`src/rtl/md_pkg.sv`:
```
package md_pkg;
  typedef enum logic { OP_MUL = 1'b0, OP_DIV = 1'b1 } md_op_e;

  localparam logic [2:0] WA_MCAND   = 3'd0;
  localparam logic [2:0] WA_MPLIER  = 3'd1;
  localparam logic [2:0] WA_DVD_LO  = 3'd2;
  localparam logic [2:0] WA_DVD_HI  = 3'd3;
  localparam logic [2:0] WA_DIVISOR = 3'd4;

  localparam logic [1:0] RS_QUO_LO = 2'd0;
  localparam logic [1:0] RS_QUO_HI = 2'd1;
  localparam logic [1:0] RS_RES_LO = 2'd2;
  localparam logic [1:0] RS_RES_HI = 2'd3;
endpackage

```
`src/rtl/md_operands.sv`:
```
module md_operands
  import md_pkg::*;
#(
  parameter int OP_W = 8
) (
  input  logic              clk,
  input  logic              rst_n,
  input  logic              wr_en,
  input  logic [2:0]        wr_addr,
  input  logic [OP_W-1:0]   wr_data,
  output logic [OP_W-1:0]   mcand_q,
  output logic [2*OP_W-1:0] dvd_q,
  output logic              start_mul,
  output logic              start_div
);
  logic [OP_W-1:0]   mcand_d;
  logic [2*OP_W-1:0] dvd_d;

  assign start_mul = wr_en && (wr_addr == WA_MPLIER);
  assign start_div = wr_en && (wr_addr == WA_DIVISOR);

  always_comb begin
    mcand_d = mcand_q;
    dvd_d   = dvd_q;
    if (wr_en) begin
      case (wr_addr)
        WA_MCAND:  mcand_d = wr_data;
        WA_DVD_LO: dvd_d[OP_W-1:0] = wr_data;
        WA_DVD_HI: dvd_d[2*OP_W-1:OP_W] = wr_data;
        default:   ;
      endcase
    end
  end

  always_ff @(posedge clk or negedge rst_n) begin
    if (!rst_n) begin
      mcand_q <= '1;
      dvd_q   <= '1;
    end else begin
      mcand_q <= mcand_d;
      dvd_q   <= dvd_d;
    end
  end

  // operand registers move only on a write to their own address
  p_mcand_hold_r1: assert property (@(posedge clk) disable iff (!rst_n)
    !(wr_en && wr_addr == WA_MCAND) |=> $stable(mcand_q));
endmodule

```
`src/rtl/md_seq.sv`:
```
module md_seq
  import md_pkg::*;
#(
  parameter int MUL_STEPS = 8,
  parameter int DIV_STEPS = 16,
  localparam int CNT_W = $clog2(DIV_STEPS + 1)
) (
  input  logic   clk,
  input  logic   rst_n,
  input  logic   start_mul,
  input  logic   start_div,
  input  logic   cyc_en,
  output logic   busy,
  output md_op_e op,
  output logic   step_en
);
  logic [CNT_W-1:0] cnt_q, cnt_d;
  logic             busy_q, busy_d;
  md_op_e           op_q, op_d;
  logic             start_any;

  assign start_any = start_mul || start_div;
  assign step_en   = busy_q && cyc_en && !start_any;
  assign busy      = busy_q;
  assign op        = op_q;

  always_comb begin
    cnt_d  = cnt_q;
    busy_d = busy_q;
    op_d   = op_q;
    if (start_mul) begin
      cnt_d  = CNT_W'(MUL_STEPS);
      busy_d = 1'b1;
      op_d   = OP_MUL;
    end else if (start_div) begin
      cnt_d  = CNT_W'(DIV_STEPS);
      busy_d = 1'b1;
      op_d   = OP_DIV;
    end else if (step_en) begin
      cnt_d = cnt_q - 1'b1;
      if (cnt_q == CNT_W'(1)) busy_d = 1'b0;
    end
  end

  always_ff @(posedge clk or negedge rst_n) begin
    if (!rst_n) begin
      cnt_q  <= '0;
      busy_q <= 1'b0;
      op_q   <= OP_MUL;
    end else begin
      cnt_q  <= cnt_d;
      busy_q <= busy_d;
      op_q   <= op_d;
    end
  end

  // any start write leaves the engine busy on the next cycle
  p_start_busy_r7: assert property (@(posedge clk) disable iff (!rst_n)
    start_any |=> busy_q);
  // busy never rises without a start write
  p_busy_from_start_r2: assert property (@(posedge clk) disable iff (!rst_n)
    (!busy_q && !start_any) |=> !busy_q);
  // no strobe and no start keeps the step count
  p_gate_hold_r8: assert property (@(posedge clk) disable iff (!rst_n)
    (!cyc_en && !start_any) |=> $stable(cnt_q));
endmodule

```
`src/rtl/md_mul_step.sv`:
```
module md_mul_step #(
  parameter int RES_W = 16
) (
  input  logic [RES_W-1:0] acc,
  input  logic [RES_W-1:0] addend,
  input  logic             take,
  output logic [RES_W-1:0] acc_nxt
);
  always_comb begin
    acc_nxt = take ? (acc + addend) : acc;
  end
endmodule

```
`src/rtl/md_div_step.sv`:
```
module md_div_step #(
  parameter int OP_W = 8,
  localparam int RES_W = 2 * OP_W
) (
  input  logic [RES_W-1:0] rem,
  input  logic             in_bit,
  input  logic [OP_W-1:0]  divisor,
  output logic [RES_W-1:0] rem_nxt,
  output logic             q_bit
);
  logic [RES_W:0] trial;
  logic [RES_W:0] dvs_ext;

  always_comb begin
    trial   = {rem, in_bit};
    dvs_ext = {{(RES_W+1-OP_W){1'b0}}, divisor};
    q_bit   = (trial >= dvs_ext);
    rem_nxt = q_bit ? RES_W'(trial - dvs_ext) : RES_W'(trial);
  end
endmodule

```
`src/rtl/md_unit.sv`:
```
module md_unit
  import md_pkg::*;
#(
  parameter int OP_W = 8,
  localparam int RES_W = 2 * OP_W
) (
  input  logic            clk,
  input  logic            rst_n,
  input  logic            cyc_en,
  input  logic            wr_en,
  input  logic [2:0]      wr_addr,
  input  logic [OP_W-1:0] wr_data,
  input  logic [1:0]      rd_sel,
  output logic [OP_W-1:0] rd_data,
  output logic            busy
);
  logic [OP_W-1:0]  mcand_q;
  logic [RES_W-1:0] dvd_q;
  logic             start_mul, start_div, step_en;
  md_op_e           op;

  logic [RES_W-1:0] acc_q, acc_d;
  logic [RES_W-1:0] quo_q, quo_d;
  logic [RES_W-1:0] wa_q, wa_d;
  logic [OP_W-1:0]  wb_q, wb_d;
  logic [RES_W-1:0] mul_nxt, div_nxt;
  logic             q_bit;

  md_operands #(.OP_W(OP_W)) u_ops (
    .clk(clk), .rst_n(rst_n), .wr_en(wr_en), .wr_addr(wr_addr),
    .wr_data(wr_data), .mcand_q(mcand_q), .dvd_q(dvd_q),
    .start_mul(start_mul), .start_div(start_div)
  );

  md_seq #(.MUL_STEPS(OP_W), .DIV_STEPS(RES_W)) u_seq (
    .clk(clk), .rst_n(rst_n), .start_mul(start_mul), .start_div(start_div),
    .cyc_en(cyc_en), .busy(busy), .op(op), .step_en(step_en)
  );

  md_mul_step #(.RES_W(RES_W)) u_mul (
    .acc(acc_q), .addend(wa_q), .take(wb_q[0]), .acc_nxt(mul_nxt)
  );

  md_div_step #(.OP_W(OP_W)) u_div (
    .rem(acc_q), .in_bit(wa_q[RES_W-1]), .divisor(wb_q),
    .rem_nxt(div_nxt), .q_bit(q_bit)
  );

  // wa: shifted multiplicand (multiply) or shifted dividend (divide)
  // wb: multiplier shifted right (multiply) or divisor (divide)
  always_comb begin
    acc_d = acc_q;
    quo_d = quo_q;
    wa_d  = wa_q;
    wb_d  = wb_q;
    if (start_mul) begin
      acc_d = '0;
      wa_d  = {{(RES_W-OP_W){1'b0}}, mcand_q};
      wb_d  = wr_data;
    end else if (start_div) begin
      acc_d = '0;
      quo_d = '0;
      wa_d  = dvd_q;
      wb_d  = wr_data;
    end else if (step_en) begin
      if (op == OP_MUL) begin
        acc_d = mul_nxt;
        wa_d  = wa_q << 1;
        wb_d  = wb_q >> 1;
      end else begin
        acc_d = div_nxt;
        quo_d = {quo_q[RES_W-2:0], q_bit};
        wa_d  = wa_q << 1;
      end
    end
  end

  always_ff @(posedge clk or negedge rst_n) begin
    if (!rst_n) begin
      acc_q <= '0;
      quo_q <= '0;
      wa_q  <= '0;
      wb_q  <= '0;
    end else begin
      acc_q <= acc_d;
      quo_q <= quo_d;
      wa_q  <= wa_d;
      wb_q  <= wb_d;
    end
  end

  always_comb begin
    case (rd_sel)
      RS_QUO_LO: rd_data = quo_q[OP_W-1:0];
      RS_QUO_HI: rd_data = quo_q[RES_W-1:OP_W];
      RS_RES_LO: rd_data = acc_q[OP_W-1:0];
      default:   rd_data = acc_q[RES_W-1:OP_W];
    endcase
  end

  // results hold when no step and no start
  p_idle_hold_r8: assert property (@(posedge clk) disable iff (!rst_n)
    (!step_en && !start_mul && !start_div) |=> ($stable(acc_q) && $stable(quo_q)));
  // a multiply step leaves the quotient alone
  p_mul_quo_r9: assert property (@(posedge clk) disable iff (!rst_n)
    (busy && op == OP_MUL && !start_div) |=> $stable(quo_q));
  // remainder stays below a nonzero divisor during a divide
  p_rem_bound_r4: assert property (@(posedge clk) disable iff (!rst_n)
    (busy && op == OP_DIV && wb_q != '0) |-> (acc_q < {{(RES_W-OP_W){1'b0}}, wb_q}));
  // with a zero divisor every divide step shifts in a one
  p_zero_div_r6: assert property (@(posedge clk) disable iff (!rst_n)
    (step_en && op == OP_DIV && wb_q == '0) |=> (quo_q == {$past(quo_q[RES_W-2:0]), 1'b1}));
endmodule

```
`config.mk`:
```
export PLATFORM = sky130hd
export DESIGN_NAME = md_unit
export DESIGN_NICKNAME = d
export VERILOG_FILES = /design/src/rtl/md_pkg.sv /design/src/rtl/md_operands.sv /design/src/rtl/md_seq.sv /design/src/rtl/md_mul_step.sv /design/src/rtl/md_div_step.sv /design/src/rtl/md_unit.sv
export SDC_FILE = /design/constraint.sdc
export NUM_CORES = 1
export LEC_CHECK = 0
export ABC_AREA = 1
export BUFFER_PORTS_ARGS = -buffer_cell sky130_fd_sc_hd__buf_2
export CELL_PAD_IN_SITES_DETAIL_PLACEMENT = 0
export CELL_PAD_IN_SITES_GLOBAL_PLACEMENT = 1
export CORE_MARGIN = 2
export CORE_UTILIZATION = 49
export CTS_CLUSTER_SIZE = 12
export DETAILED_ROUTE_END_ITERATION = 8
export GPL_TIMING_DRIVEN = 0
export PLACE_DENSITY_LB_ADDON = 0.1
export SYNTH_ARGS = -nofsm -noshare
export SYNTH_HDL_FRONTEND = slang
export SYNTH_SLANG_ARGS = --single-unit
```
`constraint.sdc`:
```
create_clock -name clk -period 3.9 [get_ports clk]
set_input_delay 0.195 -clock clk [delete_from_list [all_inputs] [get_ports clk]]
set_output_delay 0.195 -clock clk [all_outputs]
set_load 0.005 [all_outputs]
```
==> qor.txt, run 1 <==
outcome: complete, no violations
Fin Clk Skew: 10.5 ps
total power: 5.57 mW
Post-synth top flop: dfrtp_1
first-pass GRT wire length: 26400 µm
Hold Startpoint: wr_data[6]
max-slew violations: 0
Lkg Pwr: 3.43 nW
vias in the first global route: 5126
peak supply drop: 0.312 mV
Finished Core Util: 55.6%
Worst Setup End Kind: flop
Yosys top cell by area: dfrtp_1
Worst setup SP type: flop
Post-synth EDFFs: 0
CTS Root Cell: clkbuf_16
P&R area growth vs syn: 11.8%
total gr overflow: 0
diode count: 0
Post-Syn Instances: 819
initial antenna violation count: 0
number of synthesis warnings: 0
Async SR Flop Fraction: 100%
H-tree depth: 3
Worst-path clk slew: 70 ps
Max Cap Viol: 0
die area: 12900 µm²
Clk Latency, worst-skew pair: 340 ps
flop-to-flop setup slack: 1720 ps
Worst Max-Slew Pin Slew: 603 ps
WL/cell: 15.9 µm
Worst EP arrival: 2460 ps
hold depth: 3
synthesized area: 5890 µm²
slowest CP cell: dfrtp_1
worst reg2reg path depth: 13
input/output buffers: 25
HPWL after DPL: 13000 µm
DP Cell Count: 992
Max Fclk: 0.458 GHz
post-synth cell types: 42
Num CTS Buffers: 9
drt total wl: 16000 µm
clock sink total: 87
DR vias/cell: 5.32
crit path max fanout: 10
DP Worst Slack: 1730 ps
hold-critical path endpoint: u_ops.dvd_q[14]
layout cell share with drive strength beyond 1: 15.3%
die width: 114 µm
top-count cell post-synth: nand2_1
Non-Filler Instances: 1009
CTS tree: done
cell area power density: 845 nW/µm²
RD Place Congestion: 0.898
Syn Area/Cell: 7.20 µm²
largest net degree at the start of global routing: 46
drt drc: 0
drt initial violations: 363
relative slew slack: 59.8%
register area share after synthesis: 37.5%
Max Root-Sink Buffers: 2
Tmin final: 2180 ps
post-CTS setup buffer count: 0
Syn Nets: 863
Tot GR Track Use: 26.5%
crit path kind: flop to flop
final-report setup violation count: 0
final net count: 901
Rows: 40
total negative slack: 0 ps
area share of the largest cell type after synthesis: 26.8%
max incr delay on CP: 480 ps
Tcrit/Tclk final: 56.0%
RSZ-0062 raised after global routing: false
num ports: 26
R2R Path Start: acc_q[1]
final setup margin: 1720 ps
Initial Util: 49.7%
Final Hold Viols: 0
r2r endpoint: acc_q[2]
Synth top cells by count: 245 x nand2_1, 111 x inv_1, 65 x nand3_1
Die H: 114 µm
critical path data required time: 4180 ps
DRT Pass-1 Iters: 6
Synth area leaders: dfrtp_1 27%, nand2_1 16%, dfstp_2 11%
most used cell, CP: nand2_1
worst path cell trace: ha_1, nand2_1, nand2_1, nand2_1, nand2_1, nand2_1, nand3_1, nor2_1, buf_6, nand2_1, nand3_2, nand3_1, nand2_1
Post-DRT Antenna Nets: 0
register bit total from synthesis: 87
Hold Path Class: input port to flop
via count: 5372
CORE AREA: 11900 µm²
## state kept, by name, indices dropped and copies added, names as in the netlist
| register | count |
|---|---|
| acc_q | 16 |
| quo_q | 16 |
| u_ops.dvd_q | 16 |
| wa_q | 16 |
| u_ops.mcand_q | 8 |
| wb_q | 8 |
| u_seq.cnt_q | 5 |
| u_seq.busy | 1 |
| u_seq.op | 1 |
## worst max-delay path by stage
stage / from / end / slack (ps) / cells past startpoint
after floorplan: acc_q[0] / acc_q[10] / 2060 / 12
after global placement: acc_q[1] / acc_q[2] / 1750 / 13
after detailed placement: wa_q[15] / acc_q[12] / 1730 / 13
after CTS: wa_q[15] / acc_q[12] / 1720 / 13
after global routing: acc_q[1] / acc_q[4] / 1480 / 13
final: acc_q[1] / acc_q[2] / 1720 / 13
## power by group
part,leakage [nW],internal (mW),switching (mW)
Sequential,1.06,1.26,0.339
Clock,0.170,0.619,0.367
Combinational,2.20,1.11,1.87
Total,3.43,2.99,2.58
## cell type report
class / count / area [µm²]
Fill cell: 1169 / 5270
Multi-Input combinational cell: 592 / 3100
Sequential cell: 87 / 2210
Inverter: 120 / 450
Clock buffer: 14 / 308
Tap cell: 147 / 184
Timing Repair Buffer: 27 / 165
Buffer: 20 / 131
Clock inverter: 2 / 41.3
## stage by stage
stage          area (µm²)  hold WS, ps
3_5_place_dp         6230          234
2_1_floorplan        5890         -101
4_1_cts              6590          139
6_report             6590          140
3_3_place_gp         6200          481
5_1_grt              6590          150
## cell families (layout without fill, tap and decap cells)
| group | count (synthesis) | count (layout) | share of synthesized area (%) |
|---|---|---|---|
| AO/OA/AOI/OAI | 128 | 128 | 13.1 |
| XOR/XNOR | 10 | 10 | 1.49 |
| adder cells (fa/ha/maj) | 27 | 27 | 5.99 |
| buffers and inverters | 140 | 183 | 9.87 |
| flip-flops | 87 | 87 | 37.5 |
| AND/OR/NAND/NOR | 427 | 427 | 32.1 |
## worst max-delay path: cells and delay by family (launching register included)
family | cells | cell delay, ps
and+or+nand+nor | 11 | 1010
DFF | 1 | 480
adders and majority gates | 1 | 440
buffers and inverters | 1 | 190
## timing repair
item                                   in CTS  in global routing
hold buffers                                1                  0
endpoints found under the hold margin      32                  0
resized for setup                           0                  0
## cell usage in the layout (no fill, tap or decap), drive strengths merged, types with 2 or more instances in the layout
cell and n:
o211ai 8, o31ai 7, o32ai 2, inv 120, nor2 72, nand4 5, dfrtp 63, nand2 260
ha 25, and2 2, xor2 9, fa 2, o21ai 61, nand3 78, buf 40, nor3 4
clkbuf 20, o22ai 22, dfstp 24, or2 5, a221oi 8, a21oi 16
## layer usage
metal | GRT usage, % | vias up | wire length [µm]
met3 | 4.14 | 19 | 651
met2 | 44.3 | 124 | 7480
li1 | - | 2738 | -
met1 | 35.8 | 2491 | 7580
met4 | 8.05 | 0 | 337
met5 | 0 | - | 0
No activity file was read; power rests on OpenSTA's default activity.
==> run 2: changes to the inputs <==
--- a/config.mk
+++ b/config.mk
@@ -10,7 +10,7 @@
 export CELL_PAD_IN_SITES_DETAIL_PLACEMENT = 0
 export CELL_PAD_IN_SITES_GLOBAL_PLACEMENT = 1
 export CORE_MARGIN = 2
-export CORE_UTILIZATION = 49
+export CORE_UTILIZATION = 46
 export CTS_CLUSTER_SIZE = 12
 export DETAILED_ROUTE_END_ITERATION = 8
 export GPL_TIMING_DRIVEN = 0
==> constraint.sdc (replaced) <==
create_clock -name clk -period 2.3 [get_ports clk]
set_input_delay 0.115 -clock clk [delete_from_list [all_inputs] [get_ports clk]]
set_output_delay 0.115 -clock clk [all_outputs]
set_load 0.005 [all_outputs]
==> run 2 against run 1 <==
Compared with the run above: sequential power rose by 70%; cell count grew 2.6%; critical path type unchanged; non-clock buffer count up 1; highest routed layer unchanged; largest power group unchanged.
==> qor.txt, run 2 (synthesized netlist as in run 1, its figures left out) <==
Worst EP arrival: 2390 ps (-70 ps)
most frequent cells in the layout: 245 x nand2_1, 111 x inv_1, 64 x nand3_1
commonest non-fill, non-tap cell in the layout: nand2_1
RSZ-0062 raised after global routing: false
relative slew slack: 61.9% (+2.1 points)
Hold Path Class: input port to flop
hold depth: 3 (unchanged)
via count: 5397 (+0.47%)
Finished Core Util: 52.7% (-2.9 points)
clock sink total: 87 (unchanged)
Worst Setup End Kind: flop
input/output buffers: 25 (unchanged)
Rows: 41 (+2.5%)
diode count: 0 (unchanged)
worst reg2reg path depth: 13 (unchanged)
Max Cap Viol: 0 (unchanged)
met3 GRT Util: 2.16% (-2.0 points)
drt total wl: 16200 µm (+1.1%)
total negative slack: 0 ps (unchanged)
Hold Startpoint: wr_data[0]
hold-critical path endpoint: wb_q[0]
grt met2 use: 39.7% (-4.6 points)
Post-DRT Antenna Nets: 0 (unchanged)
filler cell count: 1268 (+8.5%)
Tmin final: 2100 ps (-84.6 ps)
HPWL after DPL: 12900 µm (-0.69%)
Fin Clk Skew: 6.94 ps (-3.58 ps)
DR vias/cell: 5.21 (-2.1%)
Initial Util: 46.9% (-2.8 points)
grt peak-use layer: met2
Tcrit/Tclk final: 91.3% (+35 points)
Die H: 117 µm (+3.1%)
die area: 13700 µm² (+6.3%)
total gr overflow: 0 (unchanged)
CTS Root Cell: clkbuf_16
crit path max fanout: 4 (-6)
initial antenna violation count: 0 (unchanged)
WHS: 59.1 ps (-81.2 ps)
outcome: complete, no violations
WL/cell: 15.7 µm (-1.4%)
Final Hold Viols: 0 (unchanged)
final net count: 902 (+0.11%)
Worst setup SP type: flop
DRT Pass-1 Iters: 6 (unchanged)
R2R Path Start: wa_q[15]
crit path kind: flop to flop
peak supply drop: 0.600 mV (+93%)
Lkg Pwr: 3.42 nW (-0.39%)
flop-to-flop setup slack: 200 ps (-1520 ps)
final-report setup violation count: 0 (unchanged)
P&R area growth vs syn: 12.3%
Tot GR Track Use: 25.2% (-1.3 points)
Worst Max-Slew Pin Slew: 571 ps (-32.1 ps)
max-slew violations: 0 (unchanged)
Worst-path clk slew: 70 ps (about the same)
CTS tree: done
Clk Latency, worst-skew pair: 350 ps (about the same)
largest net degree at the start of global routing: 48 (+4.3%)
num ports: 26 (unchanged)
layout cell share with drive strength beyond 1: 16.3% (+1.0 points)
critical path data required time: 2590 ps (-1590 ps)
vias in the first global route: 5133 (+0.14%)
die width: 117 µm (+3.1%)
H-tree depth: 3 (unchanged)
drt initial violations: 326 (-10%)
Max Fclk: 0.476 GHz (+4.0%)
r2r endpoint: acc_q[8]
RD Place Congestion: 0.912 (+1.5%)
GR Util met1: 36.9% (+1.1 points)
Max Root-Sink Buffers: 2 (unchanged)
Num CTS Buffers: 9 (unchanged)
post-route cell area: 6620 µm² (+0.42%)
drt drc: 0 (unchanged)
first-pass GRT wire length: 26300 µm (-0.44%)
CORE AREA: 12600 µm² (+6.0%)
DP Area: 6260 µm² (+0.50%)
cell area power density: 1420 nW/µm² (+68%)
[run 2: timing repair]
action	in CTS	in global routing
resized for setup	0	7
hold endpoints to repair	31	0
endpoints found under the setup margin	0	11
buffers inserted	0	1
hold buffers	1	0
[run 2: how the worst max path moves through the flow]
| stage | startpoint | end | slack [ps] | cells after the start |
|---|---|---|---|---|
| 2_1_floorplan | acc_q[0] | acc_q[10] | 460 | 12 |
| 3_3_place_gp | acc_q[0] | acc_q[10] | 110 | 12 |
| 3_5_place_dp | acc_q[0] | acc_q[10] | 70 | 12 |
| 4_1_cts | acc_q[0] | acc_q[10] | 50 | 12 |
| 5_1_grt | acc_q[5] | acc_q[6] | 10 | 13 |
| 6_report | wa_q[15] | acc_q[8] | 200 | 13 |
[run 2: report_power, final]
part           leakage [nW]  internal [mW]  switching [mW]
logic                  2.20           1.91            3.22
clock network         0.159          0.907           0.648
registers              1.06           2.15           0.573
total                  3.42           4.97            4.44
[run 2: stage by stage]
step | setup WS (ps) | std cells | total power, mW
global route | 12.1 | 1035 | 10.3
finish | 201 | 1035 | 9.41
floorplan | 464 | 819 | 6.45
global placement | 113 | 1016 | 7.68
detailed placement | 72.3 | 1017 | 7.79
CTS | 53.3 | 1034 | 9.38
[run 2: cell type report]
class	count	area [µm²]	area share, %
buffer	20	131	1.98
timing repair buffer	28	173	2.61
multi-input combinational	592	3120	47.2
clock inverter	3	26.3	0.397
clock buffer	13	293	4.42
inverter	120	450	6.81
sequential	87	2210	33.4
tap	172	215	3.25
[run 2: routing by layer]
metal | vias to the layer above | routed length [µm]
met5 | - | 0
met4 | 0 | 296
met3 | 20 | 536
met2 | 98 | 7420
met1 | 2547 | 7980
li1 | 2732 | -
[run 2: worst max-delay path, stage by stage (launching register included)]
cell	delay (ps)
dfrtp_1	440
inv_1	140
ha_1	160
inv_1	100
fa_2	390
nand3_1	80
nand3_1	140
nand3_1	140
nand2_1	60
nand2_1	60
nand2_1	60
o21ai_1	130
nand3_1	80
nand2_1	60
